## src/rtl/fab_pkg.sv

```systemverilog
package fab_pkg;
    typedef struct packed {
        logic valid;
        logic no_match;
        logic taken;
        logic delay_slot;
        logic unpredictable;
        logic exc_cpu;
        logic exc_ri;
    } fab_flags_t;

    localparam logic [5:0] OPC_FPU  = 6'b010001;
    localparam logic [4:0] SUB_ANY2 = 5'b01001;
    localparam logic [4:0] SUB_ANY4 = 5'b01010;
endpackage

```

## src/rtl/fab_decode.sv

```systemverilog
module fab_decode #(
    parameter int CC_W = 3
) (
    input  logic [31:0]     instr,
    input  logic            fpu_en,
    input  logic            mode64,
    output logic            match,
    output logic            four,
    output logic [CC_W-1:0] cc,
    output logic            tf,
    output logic [15:0]     offset,
    output logic            exc_cpu,
    output logic            exc_ri
);
    import fab_pkg::*;

    logic opc_ok, sub2, sub4;

    always_comb begin
        opc_ok  = (instr[31:26] == OPC_FPU);
        sub2    = (instr[25:21] == SUB_ANY2);
        sub4    = (instr[25:21] == SUB_ANY4);
        match   = opc_ok && (sub2 || sub4) && !instr[17];
        four    = sub4;
        cc      = instr[18 +: CC_W];
        tf      = instr[16];
        offset  = instr[15:0];
        exc_cpu = match && !fpu_en;
        exc_ri  = match && fpu_en && !mode64;
    end
endmodule

```

## src/rtl/fab_flag_reduce.sv

```systemverilog
module fab_flag_reduce #(
    parameter int FLAG_N    = 8,
    parameter int MAX_GROUP = 4,
    localparam int CC_W     = $clog2(FLAG_N)
) (
    input  logic [FLAG_N-1:0] fcc,
    input  logic [CC_W-1:0]   cc,
    input  logic              tf,
    input  logic              four,
    output logic              any_hit,
    output logic              misaligned
);
    logic [MAX_GROUP-1:0] hit;

    for (genvar i = 0; i < MAX_GROUP; i++) begin : g_lane
        logic [CC_W-1:0] idx;
        always_comb begin
            idx    = cc + CC_W'(i);
            hit[i] = (fcc[idx] == tf);
        end
    end

    always_comb begin
        if (four) begin
            any_hit    = |hit;
            misaligned = (cc[1:0] != 2'b00);
        end else begin
            any_hit    = hit[0] | hit[1];
            misaligned = cc[0];
        end
    end
endmodule

```

## src/rtl/fab_target.sv

```systemverilog
module fab_target #(
    parameter int ADDR_W = 64
) (
    input  logic [ADDR_W-1:0] pc,
    input  logic [15:0]       offset,
    output logic [ADDR_W-1:0] target,
    output logic [ADDR_W-1:0] fallthru
);
    logic [ADDR_W-1:0] disp;

    always_comb begin
        disp     = {{(ADDR_W-18){offset[15]}}, offset, 2'b00};
        target   = pc + ADDR_W'(4) + disp;
        fallthru = pc + ADDR_W'(8);
    end
endmodule

```

## src/rtl/fp_anyflag_branch.sv

```systemverilog
module fp_anyflag_branch #(
    parameter int ADDR_W    = 64,
    parameter int FLAG_N    = 8,
    parameter int MAX_GROUP = 4,
    localparam int CC_W     = $clog2(FLAG_N)
) (
    input  logic              clk,
    input  logic              rst_n,
    input  logic              in_valid,
    input  logic [31:0]       instr,
    input  logic [FLAG_N-1:0] fcc,
    input  logic [ADDR_W-1:0] pc,
    input  logic              fpu_en,
    input  logic              mode64,
    output logic              out_valid,
    output logic              no_match,
    output logic              taken,
    output logic              delay_slot,
    output logic              unpredictable,
    output logic              exc_cop_unusable,
    output logic              exc_reserved,
    output logic [ADDR_W-1:0] target,
    output logic [ADDR_W-1:0] next_pc
);
    import fab_pkg::*;

    logic            match, four, tf, exc_cpu, exc_ri, any_hit, misaligned;
    logic [CC_W-1:0] cc;
    logic [15:0]     offset;
    logic [ADDR_W-1:0] tgt, fall;

    fab_decode #(.CC_W(CC_W)) u_dec (
        .instr(instr), .fpu_en(fpu_en), .mode64(mode64),
        .match(match), .four(four), .cc(cc), .tf(tf), .offset(offset),
        .exc_cpu(exc_cpu), .exc_ri(exc_ri)
    );

    fab_flag_reduce #(.FLAG_N(FLAG_N), .MAX_GROUP(MAX_GROUP)) u_red (
        .fcc(fcc), .cc(cc), .tf(tf), .four(four),
        .any_hit(any_hit), .misaligned(misaligned)
    );

    fab_target #(.ADDR_W(ADDR_W)) u_tgt (
        .pc(pc), .offset(offset), .target(tgt), .fallthru(fall)
    );

    fab_flags_t        flags_d, flags_q;
    logic [ADDR_W-1:0] target_d, target_q, next_d, next_q;

    always_comb begin
        flags_d       = '0;
        target_d      = '0;
        next_d        = '0;
        flags_d.valid = in_valid;
        if (in_valid) begin
            if (!match) begin
                flags_d.no_match = 1'b1;
            end else if (exc_cpu) begin
                flags_d.exc_cpu = 1'b1;
            end else if (exc_ri) begin
                flags_d.exc_ri = 1'b1;
            end else begin
                flags_d.delay_slot    = 1'b1;
                flags_d.taken         = any_hit;
                flags_d.unpredictable = misaligned;
                target_d              = tgt;
                next_d                = any_hit ? tgt : fall;
            end
        end
    end

    always_ff @(posedge clk) begin
        if (!rst_n) begin
            flags_q  <= '0;
            target_q <= '0;
            next_q   <= '0;
        end else begin
            flags_q  <= flags_d;
            target_q <= target_d;
            next_q   <= next_d;
        end
    end

    assign out_valid        = flags_q.valid;
    assign no_match         = flags_q.no_match;
    assign taken            = flags_q.taken;
    assign delay_slot       = flags_q.delay_slot;
    assign unpredictable    = flags_q.unpredictable;
    assign exc_cop_unusable = flags_q.exc_cpu;
    assign exc_reserved     = flags_q.exc_ri;
    assign target           = target_q;
    assign next_pc          = next_q;

    assert_valid_follow_R10: assert property (@(posedge clk) disable iff (!rst_n)
        in_valid |=> out_valid);
    assert_idle_quiet_R10: assert property (@(posedge clk) disable iff (!rst_n)
        !in_valid |=> !out_valid && !taken && !delay_slot && !no_match);
    assert_taken_has_slot_R7: assert property (@(posedge clk) disable iff (!rst_n)
        taken |-> delay_slot);
    assert_nomatch_quiet_R1: assert property (@(posedge clk) disable iff (!rst_n)
        no_match |-> !delay_slot && !exc_cop_unusable && !exc_reserved);
    assert_exc_exclusive_R8: assert property (@(posedge clk) disable iff (!rst_n)
        !(exc_cop_unusable && exc_reserved));
    assert_exc_suppress_R9: assert property (@(posedge clk) disable iff (!rst_n)
        (exc_cop_unusable || exc_reserved) |-> !delay_slot && !taken);
    assert_cpu_priority_R8: assert property (@(posedge clk) disable iff (!rst_n)
        (in_valid && !fpu_en) |=> !exc_reserved);
    assert_redirect_R6: assert property (@(posedge clk) disable iff (!rst_n)
        (delay_slot && taken) |-> next_pc == target);
endmodule

```

## config.mk

```make
export PLATFORM = sky130hd
export DESIGN_NAME = fp_anyflag_branch
export DESIGN_NICKNAME = d
export VERILOG_FILES = /design/src/rtl/fab_pkg.sv /design/src/rtl/fab_decode.sv /design/src/rtl/fab_flag_reduce.sv /design/src/rtl/fab_target.sv /design/src/rtl/fp_anyflag_branch.sv
export SDC_FILE = /design/constraint.sdc
export NUM_CORES = 1
export LEC_CHECK = 0
export BUFFER_PORTS_ARGS = -buffer_cell sky130_fd_sc_hd__buf_2
export CAP_MARGIN = 5
export CORE_MARGIN = 2
export CORE_UTILIZATION = 45
export DETAILED_ROUTE_END_ITERATION = 10
export PLACE_DENSITY = 0.71
export SLEW_MARGIN = 25
export SYNTH_ARGS = -nofsm -noshare
export SYNTH_HDL_FRONTEND = slang
export SYNTH_HIERARCHICAL = 1
export SYNTH_SLANG_ARGS = --single-unit
```

## constraint.sdc

```tcl
create_clock -name clk -period 7.1 [get_ports clk]
set_input_delay 1.42 -clock clk [delete_from_list [all_inputs] [get_ports clk]]
set_output_delay 1.42 -clock clk [all_outputs]
set_load 0.01 [all_outputs]
```

==> reports/summary.md, run 1 <==
## Worst setup path
* **path type of the worst setup path** input port to register
* **Required @ worst endpoint** 7370 ps
* **Max stage delay cell, worst path** buf_2
* **cell breakdown of the critical path** buf_2 > ha_1 > ha_1 > a211oi_1 > o211ai_1 > a21oi_1 > a21oi_1 > o31ai_1 > nor2_1 > a211oi_2 > o311ai_1 > mux2i_1 > nor3_2
* **critical path peak fanout** 47
* **crit end category** register
* **startpoint type of the worst setup path** input port
* **Largest delay share family, worst path** compound AO/OA/AOI/OAI gates
* **signal arrival time at the worst endpoint** 5340 ps
* **worst path buffer plus inverter count** 1
* **maximum single-stage delay on the critical path** 710 ps

## Synthesis
* **prevailing post-synth register cell** dfxtp_1
* **ranking of synthesized cells by area** dfxtp_1 24%, ha_1 14%, mux2i_1 6.6%, xnor2_1 6.3%, nor3_2 5.3%
* **cell count after synthesis** 1254
* **multiplexer area fraction after synthesis** 0.0740
* **synthesized-area fraction occupied by xor and xnor cells** 0.0905
* **sequential area share after synthesis** 0.241
* **post-synthesis instance area** 11200 um^2
* **largest family of logic cells by synthesized area** simple AND/OR/NAND/NOR gates
* **average cell area after synthesis** 8.95 um^2
* **warning count from the yosys run** 6
* **post-synthesis adder-cell area fraction** 0.141
* **Yosys top cell by area** dfxtp_1
* **synthesized flop and latch total** 135
* **EDFF count, synth** 0
* **area share of the leading cell type in the synthesized netlist** 0.241
* **Unique masters post-synth** 77
* **Post-synth ARST share** 0
* **Post-Synthesis Net Count** 1489
* **simple-gate area share of the yosys netlist** 0.250
* **post-synthesis compound-gate area fraction** 0.140

## Clock tree
* **Post-CTS Hold Buffers** 0
* **cell at the root of the clock tree** clkbuf_16
* **clock slew seen by the registers of the worst setup and hold paths** 70 ps
* **Gates resized, CTS repair** 0
* **CTS tree** built
* **CTS sink count** 135
* **Post-CTS Setup Repair Bufs** 0
* **clock buffers created by TritonCTS** 17
* **number of levels in the clock H-tree** 4
* **largest buffer count on any clock path** 2

## Timing
* **measured slew at the worst slew-check pin** 1010 ps
* **setup violators final** 0
* **number of pins exceeding their max-slew limit in the final report** 0
* **setup repair after global routing missed its margin** no
* **Final Hold Vio Count** 0
* **Slew HR** 0.329
* **total negative slack** 0 ps
* **post-layout min period** 5070 ps
* **final period utilization** 0.714
* **achievable frequency** 0.197 GHz

## Floorplan
* **DIE AREA** 26200 um^2
* **cell row count** 57
* **die width** 162 um
* **initial core utilization** 0.460
* **core region area** 24400 um^2
* **I/O pins** 244
* **vertical extent of the die** 162 um

## Route
* **number of remaining DRC errors** 0
* **routed via count** 9833
* **post-route antenna net violation count** 0
* **Initial DRC Count** 569
* **DRT Pass-1 Iters** 5
* **Total Routed Length** 29300 um
* **routed length per instance** 16.6 um
* **mean number of vias per cell** 5.57

## Place
* **cell area reported after detailed placement** 12300 um^2
* **weighted congestion reported at the end of routability-driven placement** 0.897
* **input/output buffers** 243
* **final HPWL from detailed placement** 22700 um

## Final layout
* **share of post-route cells with drive strength above 1** 0.273
* **Area growth syn-to-layout** 14.7%
* **post-route cell area** 12900 um^2
* **Multi-input gate area** 7830 um^2
* **Nets** 1662
* **footprint of the flip-flops and latches** 2700 um^2
* **total of fill cells in the finished design** 2336

## Global routing
* **global-route wire length before repair** 47200 um
* **number of global-route vias before repair** 9451
* **largest net degree at the start of global routing** 71
* **total track usage** 0.220
* **number of antenna violations at the first check in global routing** 2
* **aggregate global routing overflow** 0

## Pwr
* **power density normalized to cell area** 193 nW/um^2
* **Pleak** 6.04 nW
* **maximum vdd drop** 105 uV

## Run
* **total of max-cap violations** 0

## Run status
* **result of the run** finished, final reports clean

## Hold path
* **worst min-delay path category** input port to register
* **worst min-delay path endpoint** target[0]$_SDFF_PP0_
* **startpoint of the lowest-slack hold path** pc[0]
* **Hold Path Depth** 2

## flip-flops by register name (all words and copies together), names as in the netlist
signal	count
next_pc	64
target	64
delay_slot	1
exc_cop_unusable	1
exc_reserved	1
no_match	1
out_valid	1
taken	1
unpredictable	1
## how the worst max path moves through the flow
stage          startpoint                     end  slack, ps  cells past startpoint
5_1_grt         instr[15]  next_pc[55]$_SDFF_PP0_       1720                     13
3_5_place_dp    instr[15]  next_pc[55]$_SDFF_PP0_       1640                     13
3_3_place_gp    instr[15]  next_pc[56]$_SDFF_PP0_       1780                     13
6_report        instr[15]  next_pc[55]$_SDFF_PP0_       2030                     13
4_1_cts         instr[15]  next_pc[55]$_SDFF_PP0_       2020                     13
2_1_floorplan   instr[15]  next_pc[56]$_SDFF_PP0_       2600                     14
## cells in the mapped netlist, types with 3 or more instances
| cell type | instances |
|---|---|
| dfxtp_1 | 135 |
| ha_1 | 125 |
| xnor2_1 | 81 |
| a21oi_1 | 79 |
| nand2_1 | 77 |
| mux2i_1 | 74 |
| nor2_1 | 64 |
| nor3_2 | 60 |
| nor3b_1 | 41 |
| o21ai_0 | 39 |
| nand4_1 | 36 |
| xor2_1 | 35 |
| nand3_1 | 33 |
| buf_4 | 31 |
| inv_1 | 31 |
| a21o_1 | 30 |
| clkbuf_1 | 30 |
| nor3b_2 | 30 |
| buf_2 | 21 |
| nor3_1 | 21 |
| and3_1 | 17 |
| o21a_1 | 17 |
| buf_6 | 13 |
| o21bai_1 | 10 |
| and4_1 | 9 |
| o21ai_1 | 8 |
| a211oi_1 | 7 |
| and2_1 | 7 |
| a311oi_1 | 6 |
| nand2b_1 | 6 |
| a31oi_1 | 5 |
| nor4_1 | 5 |
| o211ai_1 | 5 |
| mux4_2 | 4 |
| o221ai_1 | 4 |
| a211o_1 | 3 |
| nand3b_1 | 3 |
| nor2b_1 | 3 |
| o22ai_1 | 3 |
| o31ai_1 | 3 |
| or3_1 | 3 |
## cell families (layout without fill, tap and decap cells)
logic type / count (synthesis) / in the layout
AOI/OAI and AO/OA: 243 / 243
xor gates and xnor gates: 116 / 116
adders and majority gates: 126 / 126
buffers and inverters: 126 / 312
DFF: 135 / 135
muxes: 78 / 78
other: 0 / 1
and+or+nand+nor: 430 / 430
## per-layer routing
layer | global-route usage | wire, um
met1 | 0.285 | 13400
met2 | 0.359 | 13200
met3 | 0.0577 | 2120
met4 | 0.0672 | 558
met5 | 0 | 13
## layout by cell type (no fill, tap or decap), drive strengths merged, types with 4 or more instances in the layout
cell type / n
nand2: 77
mux4: 4
a311oi: 6
and4: 9
and3: 17
a31oi: 5
a21oi: 80
and2: 7
clkinv: 7
clkbuf: 17
o21bai: 10
o21ai: 48
inv: 34
nor3: 81
nor3b: 71
xnor2: 81
nor4: 7
o211ai: 5
nand4: 36
nor2: 65
nand2b: 6
dfxtp: 135
nand3: 33
mux2i: 74
o21a: 18
xor2: 35
clkinvlp: 4
a21o: 30
a211oi: 9
buf: 249
o221ai: 4
ha: 125
## area by class of cell
type	instances	share of cell area
diodes	1	0.000194
clock buffers	17	0.0330
well taps	324	0.0315
repair buffers	249	0.0980
inverters	31	0.00904
clock inverters	15	0.0100
flip-flops and latches	135	0.210
multi-input cells	993	0.608
## where the power goes
group          switching (mW)  internal (mW)  total [mW]
Clock                   0.368          0.482       0.850
Sequential           0.000185          0.758       0.758
Combinational           0.505          0.365       0.870
Total                   0.873           1.61        2.48
## stage by stage
stage / hold slack [ps] / utilization / total power, mW / std cells / setup slack (ps)
6_report: 1280 / 0.528 / 2.48 / 1765 / 2030
5_1_grt: 1270 / 0.528 / 2.62 / 1764 / 1720
4_1_cts: 1260 / 0.528 / 2.49 / 1764 / 2020
3_5_place_dp: 1710 / 0.505 / 1.63 / 1732 / 1640
3_3_place_gp: 1710 / 0.505 / 1.62 / 1732 / 1780
2_1_floorplan: 1580 / - / 1.45 / 1254 / 2600
No activity file was read; power rests on OpenSTA's default activity.
==> inputs of run 2 (changes only) <==
- clock period: 7.1 -> 5.3 ns (I/O delays scaled with it)
==> reports/summary.md, run 2 (synthesis gave the netlist of run 1 again) <==
## Final layout
* **post-route cell area** 12900 um^2
* **share of post-route cells with drive strength above 1** 0.270
* **Nets** 1663
* **number of antenna repair diodes** 0
* **total of fill cells in the finished design** 2317
* **Area growth syn-to-layout** 14.8%
* **most frequent cells in the layout** 243 x buf_2, 135 x dfxtp_1, 125 x ha_1
* **post-route insts no fill** 1764
* **most common cell after layout, fill and taps aside** buf_2

## Clock tree
* **Gates resized, CTS repair** 0
* **number of levels in the clock H-tree** 4
* **CTS tree** built
* **Post-CTS Hold Buffers** 0
* **cell at the root of the clock tree** clkbuf_16
* **CTS sink count** 135
* **clock buffers created by TritonCTS** 17
* **clock slew seen by the registers of the worst setup and hold paths** 70 ps
* **largest buffer count on any clock path** 2
* **Post-CTS Setup Repair Bufs** 0

## Place
* **placed cell count** 1733
* **cell area reported after detailed placement** 12300 um^2
* **final HPWL from detailed placement** 23100 um
* **weighted congestion reported at the end of routability-driven placement** 0.939
* **input/output buffers** 243

## Timing
* **setup repair after global routing missed its margin** no
* **achievable frequency** 0.226 GHz
* **Final Hold Vio Count** 0
* **post-layout min period** 4420 ps
* **measured slew at the worst slew-check pin** 987 ps
* **hold_ws** 916 ps
* **total negative slack** 0 ps
* **final period utilization** 0.833
* **setup violators final** 0
* **number of pins exceeding their max-slew limit in the final report** 0
* **Slew HR** 0.342

## Hold path
* **startpoint of the lowest-slack hold path** pc[0]
* **Hold Path Depth** 2
* **worst min-delay path category** input port to register
* **worst min-delay path endpoint** target[0]$_SDFF_PP0_

## Worst setup path
* **path type of the worst setup path** input port to register
* **crit end category** register
* **Required @ worst endpoint** 5620 ps
* **Max stage delay cell, worst path** buf_2
* **maximum single-stage delay on the critical path** 510 ps
* **cell breakdown of the critical path** buf_2 > ha_1 > ha_1 > o21ai_0 > a21oi_1 > o21ai_0 > or4_1 > o21ai_1 > nor2_2 > o2111a_1 > a311oi_1 > nor3b_1
* **startpoint type of the worst setup path** input port
* **critical path peak fanout** 31
* **signal arrival time at the worst endpoint** 4740 ps

## Pwr
* **internal power of the cells** 2.17 mW
* **net switching power** 1.14 mW
* **maximum vdd drop** 148 uV
* **Sequential Power Share** 0.306
* **Pleak** 6.05 nW
* **switching power as a share of total power** 0.345
* **power density normalized to cell area** 257 nW/um^2
* **proportion of power drawn by the clock network** 0.340
* **part of the total power dissipated in combinational logic** 0.353

## Route
* **routed via count** 9787
* **number of remaining DRC errors** 0
* **DRT Pass-1 Iters** 5
* **routed length per instance** 16.9 um
* **Initial DRC Count** 595
* **Total Routed Length** 29700 um
* **mean number of vias per cell** 5.55
* **post-route antenna net violation count** 0

## Floorplan
* **core region area** 24400 um^2
* **cell row count** 57
* **I/O pins** 244
* **vertical extent of the die** 162 um
* **die width** 162 um
* **DIE AREA** 26200 um^2
* **initial core utilization** 0.460

## Global routing
* **total track usage** 0.224
* **global-route wire length before repair** 48000 um
* **number of global-route vias before repair** 9496
* **aggregate global routing overflow** 0
* **number of antenna violations at the first check in global routing** 1
* **largest net degree at the start of global routing** 77

## Run
* **total of max-cap violations** 0

## Run status
* **result of the run** finished, final reports clean

[run 2: cell types whose count changed in the layout (fill, tap and decap cells not counted)]
cell	before	now
buf_12	0	1
buf_4	6	5
buf_6	0	1
clkbuf_1	0	4
clkbuf_8	0	2
clkinv_2	5	3
clkinv_4	2	0
diode_2	1	0
inv_6	3	0
[run 2: critical path, delay by kind of cell]
kind            cells  cell delay, ps
simple gates        3             870
buf+inv             1             510
compound gates      6            1500
fa+ha+maj           2             790
[run 2: per-layer routing]
layer	GRT usage	vias to the layer above	wire [um]
li1	-	4892	-
met1	0.300	4559	13800
met2	0.369	305	13600
met3	0.0480	29	1890
met4	0.0551	2	432
met5	0	-	13
[run 2: cell type report]
class	instances	area, um^2	share of cell area
clock buffer	23	468	0.0363
clock inverter	8	75.1	0.00583
inverter	31	116	0.00903
multi-input combinational	993	7830	0.608
sequential	135	2700	0.210
tap	324	405	0.0315
timing repair buffer	250	1280	0.0997
[run 2: how the worst max path moves through the flow]
stage / to / slack (ps) / from / depth (start not counted)
finish: target[57]$_SDFF_PP0_ / 880 / instr[15] / 12
CTS: target[57]$_SDFF_PP0_ / 910 / instr[15] / 12
detailed placement: target[57]$_SDFF_PP0_ / 490 / instr[15] / 12
global route: target[58]$_SDFF_PP0_ / 600 / instr[15] / 13
global placement: target[57]$_SDFF_PP0_ / 520 / instr[15] / 12
floorplan: next_pc[56]$_SDFF_PP0_ / 1160 / instr[15] / 14
[run 2: through the flow]
step / util / power (mW) / worst slack, ps
3_5_place_dp: 0.506 / 2.19 / 493
5_1_grt: 0.528 / 3.50 / 596
2_1_floorplan: - / 1.94 / 1160
4_1_cts: 0.528 / 3.32 / 913
3_3_place_gp: 0.506 / 2.18 / 525
6_report: 0.528 / 3.31 / 883
[run 2: power groups by stage]
stage	clock network, mW	registers [mW]	logic (mW)
2_1_floorplan	0	1.04	0.900
3_3_place_gp	0	1.04	1.14
3_5_place_dp	0	1.04	1.15
4_1_cts	1.15	1.02	1.16
5_1_grt	1.19	1.02	1.29
6_report	1.13	1.02	1.17
